File: config.mk
export PLATFORM = sky130hd
export DESIGN_NAME = bss_adder
export DESIGN_NICKNAME = d
export VERILOG_FILES = /design/src/rtl/bss_pkg.sv /design/src/rtl/bss_full_adder.sv /design/src/rtl/bss_shift_reg.sv /design/src/rtl/bss_sequencer.sv /design/src/rtl/bss_adder.sv
export SDC_FILE = /design/constraint.sdc
export NUM_CORES = 1
export LEC_CHECK = 0
export BUFFER_PORTS_ARGS = -buffer_cell sky130_fd_sc_hd__buf_2
export CORE_UTILIZATION = 54
export CTS_CLUSTER_DIAMETER = 40
export DETAILED_ROUTE_END_ITERATION = 6
export PLACE_DENSITY = 0.86
export SYNTH_ARGS = -nofsm -noshare
export SYNTH_HDL_FRONTEND = slang
export SYNTH_SLANG_ARGS = --single-unit
File: constraint.sdc
create_clock -name clk_i -period 1.6 [get_ports clk_i]
set_input_delay 0.08 -clock clk_i [delete_from_list [all_inputs] [get_ports clk_i]]
set_output_delay 0.08 -clock clk_i [all_outputs]
set_load 0.05 [all_outputs]
File: src/rtl/bss_pkg.sv
package bss_pkg;

  typedef enum logic {
    SEQ_IDLE = 1'b0,
    SEQ_RUN  = 1'b1
  } seq_state_e;

  // width of a counter able to hold values 0 .. n-1
  function automatic int cnt_bits(input int n);
    return (n <= 2) ? 1 : $clog2(n);
  endfunction

endpackage

File: src/rtl/bss_full_adder.sv
module bss_full_adder (
  input  logic a_i,
  input  logic b_i,
  input  logic c_i,
  output logic s_o,
  output logic c_o
);

  logic prop;

  assign prop = a_i ^ b_i;
  assign s_o  = prop ^ c_i;
  assign c_o  = (c_i & prop) | (a_i & b_i);

endmodule

File: src/rtl/bss_shift_reg.sv
module bss_shift_reg #(
  parameter int WIDTH = 8
) (
  input  logic             clk_i,
  input  logic             rst_i,
  input  logic             load_en_i,
  input  logic [WIDTH-1:0] load_val_i,
  input  logic             shift_en_i,
  input  logic             ser_i,
  output logic [WIDTH-1:0] q_o
);

  logic [WIDTH-1:0] q_r;

  // right shift: serial bit enters at the top, bit 0 leaves first
  always_ff @(posedge clk_i) begin
    if (rst_i) begin
      q_r <= '0;
    end else if (load_en_i) begin
      q_r <= load_val_i;
    end else if (shift_en_i) begin
      if (WIDTH > 1) q_r <= {ser_i, q_r[WIDTH-1:1]};
      else           q_r <= {WIDTH{ser_i}};
    end
  end

  assign q_o = q_r;

endmodule

File: src/rtl/bss_sequencer.sv
module bss_sequencer #(
  parameter int WIDTH = 8
) (
  input  logic clk_i,
  input  logic rst_i,
  input  logic start_i,
  output logic accept_o,
  output logic shift_en_o,
  output logic busy_o,
  output logic done_o
);

  import bss_pkg::*;

  localparam int CW = cnt_bits(WIDTH);
  localparam logic [CW-1:0] LAST = CW'(WIDTH - 1);

  seq_state_e      state_q;
  logic [CW-1:0]   cnt_q;
  logic            done_q;
  logic            accept;

  assign accept = start_i && (state_q == SEQ_IDLE);

  always_ff @(posedge clk_i) begin
    if (rst_i) begin
      state_q <= SEQ_IDLE;
      cnt_q   <= '0;
      done_q  <= 1'b0;
    end else begin
      done_q <= 1'b0;
      case (state_q)
        SEQ_IDLE: begin
          if (accept) begin
            state_q <= SEQ_RUN;
            cnt_q   <= '0;
          end
        end
        SEQ_RUN: begin
          if (cnt_q == LAST) begin
            state_q <= SEQ_IDLE;
            done_q  <= 1'b1;
          end else begin
            cnt_q <= cnt_q + 1'b1;
          end
        end
        default: state_q <= SEQ_IDLE;
      endcase
    end
  end

  assign accept_o   = accept;
  assign shift_en_o = (state_q == SEQ_RUN);
  assign busy_o     = (state_q == SEQ_RUN);
  assign done_o     = done_q;

endmodule

File: src/rtl/bss_adder.sv
module bss_adder #(
  parameter int WIDTH = 8
) (
  input  logic             clk_i,
  input  logic             rst_i,
  input  logic [WIDTH-1:0] opnd_i,
  input  logic             ld_x_i,
  input  logic             ld_y_i,
  input  logic             start_i,
  output logic             busy_o,
  output logic             done_o,
  output logic [WIDTH-1:0] sum_o,
  output logic             carry_o
);

  logic             accept;
  logic             shift_en;
  logic             busy;
  logic [WIDTH-1:0] x_q;
  logic [WIDTH-1:0] y_q;
  logic [WIDTH-1:0] sum_q;
  logic             carry_q;
  logic             fa_s;
  logic             fa_co;

  bss_sequencer #(.WIDTH(WIDTH)) u_seq (
    .clk_i      (clk_i),
    .rst_i      (rst_i),
    .start_i    (start_i),
    .accept_o   (accept),
    .shift_en_o (shift_en),
    .busy_o     (busy),
    .done_o     (done_o)
  );

  // operand registers: parallel load while idle, zero fill on shift
  bss_shift_reg #(.WIDTH(WIDTH)) u_xreg (
    .clk_i      (clk_i),
    .rst_i      (rst_i),
    .load_en_i  (ld_x_i & ~busy),
    .load_val_i (opnd_i),
    .shift_en_i (shift_en),
    .ser_i      (1'b0),
    .q_o        (x_q)
  );

  bss_shift_reg #(.WIDTH(WIDTH)) u_yreg (
    .clk_i      (clk_i),
    .rst_i      (rst_i),
    .load_en_i  (ld_y_i & ~busy),
    .load_val_i (opnd_i),
    .shift_en_i (shift_en),
    .ser_i      (1'b0),
    .q_o        (y_q)
  );

  bss_full_adder u_fa (
    .a_i (x_q[0]),
    .b_i (y_q[0]),
    .c_i (carry_q),
    .s_o (fa_s),
    .c_o (fa_co)
  );

  // result register: new sum bit enters at the MSB
  bss_shift_reg #(.WIDTH(WIDTH)) u_sreg (
    .clk_i      (clk_i),
    .rst_i      (rst_i),
    .load_en_i  (1'b0),
    .load_val_i ('0),
    .shift_en_i (shift_en),
    .ser_i      (fa_s),
    .q_o        (sum_q)
  );

  always_ff @(posedge clk_i) begin
    if (rst_i)         carry_q <= 1'b0;
    else if (accept)   carry_q <= 1'b0;
    else if (shift_en) carry_q <= fa_co;
  end

  assign busy_o  = busy;
  assign sum_o   = sum_q;
  assign carry_o = carry_q;

endmodule

==> metrics list <==
* Root Driver: sky130_fd_sc_hd__clkbuf_4
- Antenna cell count: 0
* Maximum ir drop on the vdd rail: 0.783 mV
* Switching power as a share of total power: about a quarter
- The first global-routing pass estimated between 3 and 4 mm of wire.
- Number of synthesized register bits: 30
- Timing analysis after detailed placement gives a worst setup slack of around 0.33 ns.
* R2r setup slk: 0.31 ns
* Cell row count: 17
- Highest clock frequency the design can meet: 0.727 GHz
* Min-Delay Startpoint: start_i
* Quantity of gates resized following cts: 0
* Sequential share of the synthesized area: 44.7%
- For the worst-skew pair, the clock arrives at the later sink with an insertion delay of about 0.32 ns.
* Post-layout nets: about 180
* Endpoint of the most critical register-to-register path: u_seq.cnt_q[0]
* Post-route clock skew: roughly 0.0067 ns
- In this run, the combinational gates consume around an eighth of the power.
- In this run the cell area measured after placement is approximately 0.0014 sq mm.
* Post-synth cell types: 20
- Max Cap Viol: 0
- CP Capture Type: output port
* Total Negative Setup Slacks: 0 ns
* Number of global-route vias before repair: roughly 900
* Required time worst endpoint: roughly 1.5 ns
* Minimum clock period: 1.38 ns
* GR Layer Usage met3: ~8.2%
- Ranked by total cell area, the synthesized netlist is headed by sky130_fd_sc_hd__dfxtp_1 45%, sky130_fd_sc_hd__mux2i_1 19%, sky130_fd_sc_hd__nor2b_1 6.5%.
* Count of nets left with antenna violations after detail routing: 0
* WHS Path Cells: 3
* Result of the run: completed
- Worst-case headroom to the max-slew limit: about two thirds
- Counting the buffers created by CTS gives 5.
- After detailed routing, the number of vias per cell comes to a little over 5.
- Remaining design rule violation count: 0
- The core region is between 0.002 and 0.0025 sq mm.
- Post-CTS timing repair inserted 0 buffers for setup.
* Total of endpoints with negative setup slack in the final report: 0
- Before antenna repair, the detailed router went through 4 iterations.
- Final instance area: between 0.001 and 0.0015 sq mm
- Routing usage on met1: 23.9%
- Full die area: 0.00269 sq mm
* Post-synth top area cell: sky130_fd_sc_hd__dfxtp_1
* Power density over the cells: 961 mW/mm^2
- Static Leak: just under 0.7 nW
* Final Power: 1.43 mW
- The setup path with the least slack is of type reg -> out.
* Number of failing hold endpoints at the final stage: 0
- Most crowded layer after global routing: met2
- The final layout contains routed wiring with a total length of 2.26 mm.
* Synth-to-layout area growth: 10.3%
- Synthesis produced a netlist with a net count of 154.
- CTS built an H-tree with a depth of 2.
* Fraction of final layout cells sized beyond drive strength 1: between 20% and 30%
* Sinks on the clock net: 30
* Clock-pin slew on the worst setup and hold paths: ~0.090 ns
* Fraction of the core area covered by cells at the end of the flow: about two thirds
- Count of input and output buffers: 23
* Via count: between 900 and 1,000
- In this run the worst hold path is classified as in -> reg.
- The worst path meets setup with between 0.2 and 0.25 ns of slack.
* Critical-path maximum fanout: 30
- Summed over all layers, the global routing overflow is 0.
* Final cycle utilization of the critical path: a little under nine tenths
* Initial core utilization: between 50% and 60%
- The synthesized netlist occupies a cell area of 0.00135 sq mm.
* Net switching component of the power: ~360 uW
- The congestion estimate from routability-driven global placement came to 0.679.
- All-Layer GR Usage: 20.2%
- Mean Syn Cell Area: roughly 9.8 sq um
- TritonCTS built the clock tree.
- Endpoint of the worst hold path: u_seq.busy_o
* Clock Tree Buf Depth: 2
- In this run the count of I/O pins placed on the die edge is 24.
- Synthesized netlist cell count: roughly 140
* Yosys Warn Count: 0
- In the final routed layout, each cell accounts on average for 12.0 um.
- Reg2Reg Depth: 5
- The worst register-to-register path begins at u_seq.cnt_q[0].
- Share of total power in the clock network: 31.7%
- The detailed router finished its first iteration with 8 violations.
- Buffers inserted to repair hold after CTS numbered 0.
- Actual transition at the worst max-transition pin: about 0.50 ns
- Register share of total power: a little under three fifths
* Height of the die: slightly above 50 um
* Proportion of netlist area held by the largest area contributor: approximately 45%
- HPWL after detailed placement: 1.52 mm
- The number of antenna violations at the first check in global routing is 0.
- In this run the horizontal extent of the chip is roughly 52 um.
- Entering global routing, the biggest net connects 31 pins.
- The worst setup path is launched from a register.
- RSZ-0062 raised after global routing: no
- Global routing used just over 30% of the available met2 tracks.
* Signal arrival time at the worst endpoint: between 1 and 1.5 ns
- Final number of max-transition violations: 0
- The internal portion of the total power is between 1 and 1.5 mW.
## layout by cell type (no fill, tap or decap)
cell type,instances
sky130_fd_sc_hd__nor3b_1,2
sky130_fd_sc_hd__clkinv_2,1
sky130_fd_sc_hd__buf_4,2
sky130_fd_sc_hd__xnor2_1,1
sky130_fd_sc_hd__mux2i_1,26
sky130_fd_sc_hd__buf_2,23
sky130_fd_sc_hd__a211oi_1,3
sky130_fd_sc_hd__clkbuf_1,1
sky130_fd_sc_hd__nor2b_1,14
sky130_fd_sc_hd__fa_1,1
sky130_fd_sc_hd__clkbuf_8,1
sky130_fd_sc_hd__nand2_1,14
sky130_fd_sc_hd__nor3_1,2
sky130_fd_sc_hd__a21oi_1,4
sky130_fd_sc_hd__and3b_1,1
sky130_fd_sc_hd__o21ai_0,14
sky130_fd_sc_hd__dfxtp_1,30
sky130_fd_sc_hd__ha_1,3
sky130_fd_sc_hd__nor2_1,11
sky130_fd_sc_hd__clkbuf_4,5
sky130_fd_sc_hd__inv_1,1
## state kept, by name, summed over array words and instances (netlist names)
register      cells
u_seq.busy_o      1
u_xreg.q_o        8
u_seq.done_o      1
u_yreg.q_o        8
u_sreg.q_o        8
carry_o           1
u_seq.cnt_q       3
## power groups by stage
stage / logic, mW / clock network, mW / registers (mW)
5_1_grt: 0.195 / 0.505 / 0.805
4_1_cts: 0.176 / 0.475 / 0.800
2_1_floorplan: 0.135 / 0 / 0.828
3_5_place_dp: 0.174 / 0 / 0.818
6_report: 0.174 / 0.452 / 0.800
3_3_place_gp: 0.169 / 0 / 0.816
## cells in the mapped netlist
cell type	number
sky130_fd_sc_hd__buf_2	1
sky130_fd_sc_hd__o21ai_0	14
sky130_fd_sc_hd__fa_1	1
sky130_fd_sc_hd__nor3b_1	2
sky130_fd_sc_hd__clkbuf_2	1
sky130_fd_sc_hd__clkbuf_1	3
sky130_fd_sc_hd__nand2_1	14
sky130_fd_sc_hd__a211oi_1	3
sky130_fd_sc_hd__ha_1	3
sky130_fd_sc_hd__nor2b_1	14
sky130_fd_sc_hd__mux2i_1	26
sky130_fd_sc_hd__buf_6	4
sky130_fd_sc_hd__and3b_1	1
sky130_fd_sc_hd__nor3_1	2
sky130_fd_sc_hd__dfxtp_1	30
sky130_fd_sc_hd__buf_12	1
sky130_fd_sc_hd__inv_1	1
sky130_fd_sc_hd__a21oi_1	4
sky130_fd_sc_hd__xnor2_1	1
sky130_fd_sc_hd__nor2_1	11
## cells by family after synthesis
kind of cell / after synthesis / synth area share (%)
AO/OA/AOI/OAI: 21 / 8.37
XOR/XNOR: 1 / 0.651
adder cells (fa/ha/maj): 4 / 4.28
buffers and inverters: 11 / 6.70
flip-flops: 30 / 44.7
multiplexers: 26 / 19.3
AND/OR/NAND/NOR: 44 / 16.0
## stage by stage
stage / hold WS (ns) / std cells
global placement: 0.393 / 180
finish: 0.0551 / 188
CTS: 0.0426 / 188
global route: 0.0448 / 188
detailed placement: 0.404 / 180
floorplan: 0.252 / 137
## critical path: stages, from the launching register on
cell,delay [ns]
sky130_fd_sc_hd__dfxtp_1,0.34
sky130_fd_sc_hd__buf_4,0.30
sky130_fd_sc_hd__buf_2,0.33
## worst max path at each step
stage,start,endpoint,slack [ns]
after floorplan,carry_o,u_sreg.q_o[7],0.17
after global placement,u_seq.cnt_q[0],u_seq.cnt_q[0],0.37
after detailed placement,u_seq.cnt_q[0],u_seq.cnt_q[0],0.33
after CTS,u_seq.busy_o,busy_o,0.20
after global routing,u_seq.busy_o,busy_o,0.15
final,u_seq.busy_o,busy_o,0.22
## layer usage
layer	part of all wire (%)	wire, um	vias to the layer above
met5	0	0	-
met4	1.2	26	0
met3	5.7	128	2
met2	46	1050	24
met1	47	1060	437
li1	-	-	511
## area by class of cell
type	instances	area [sq um]
Fill cell	180	792
Multi-Input combinational cell	96	654
Sequential cell	30	601
Timing Repair Buffer	25	130
Clock buffer	7	55.1
Tap cell	28	35.0
Clock inverter	1	5.00
Inverter	1	3.75
Power figures use the tool's default switching activity.
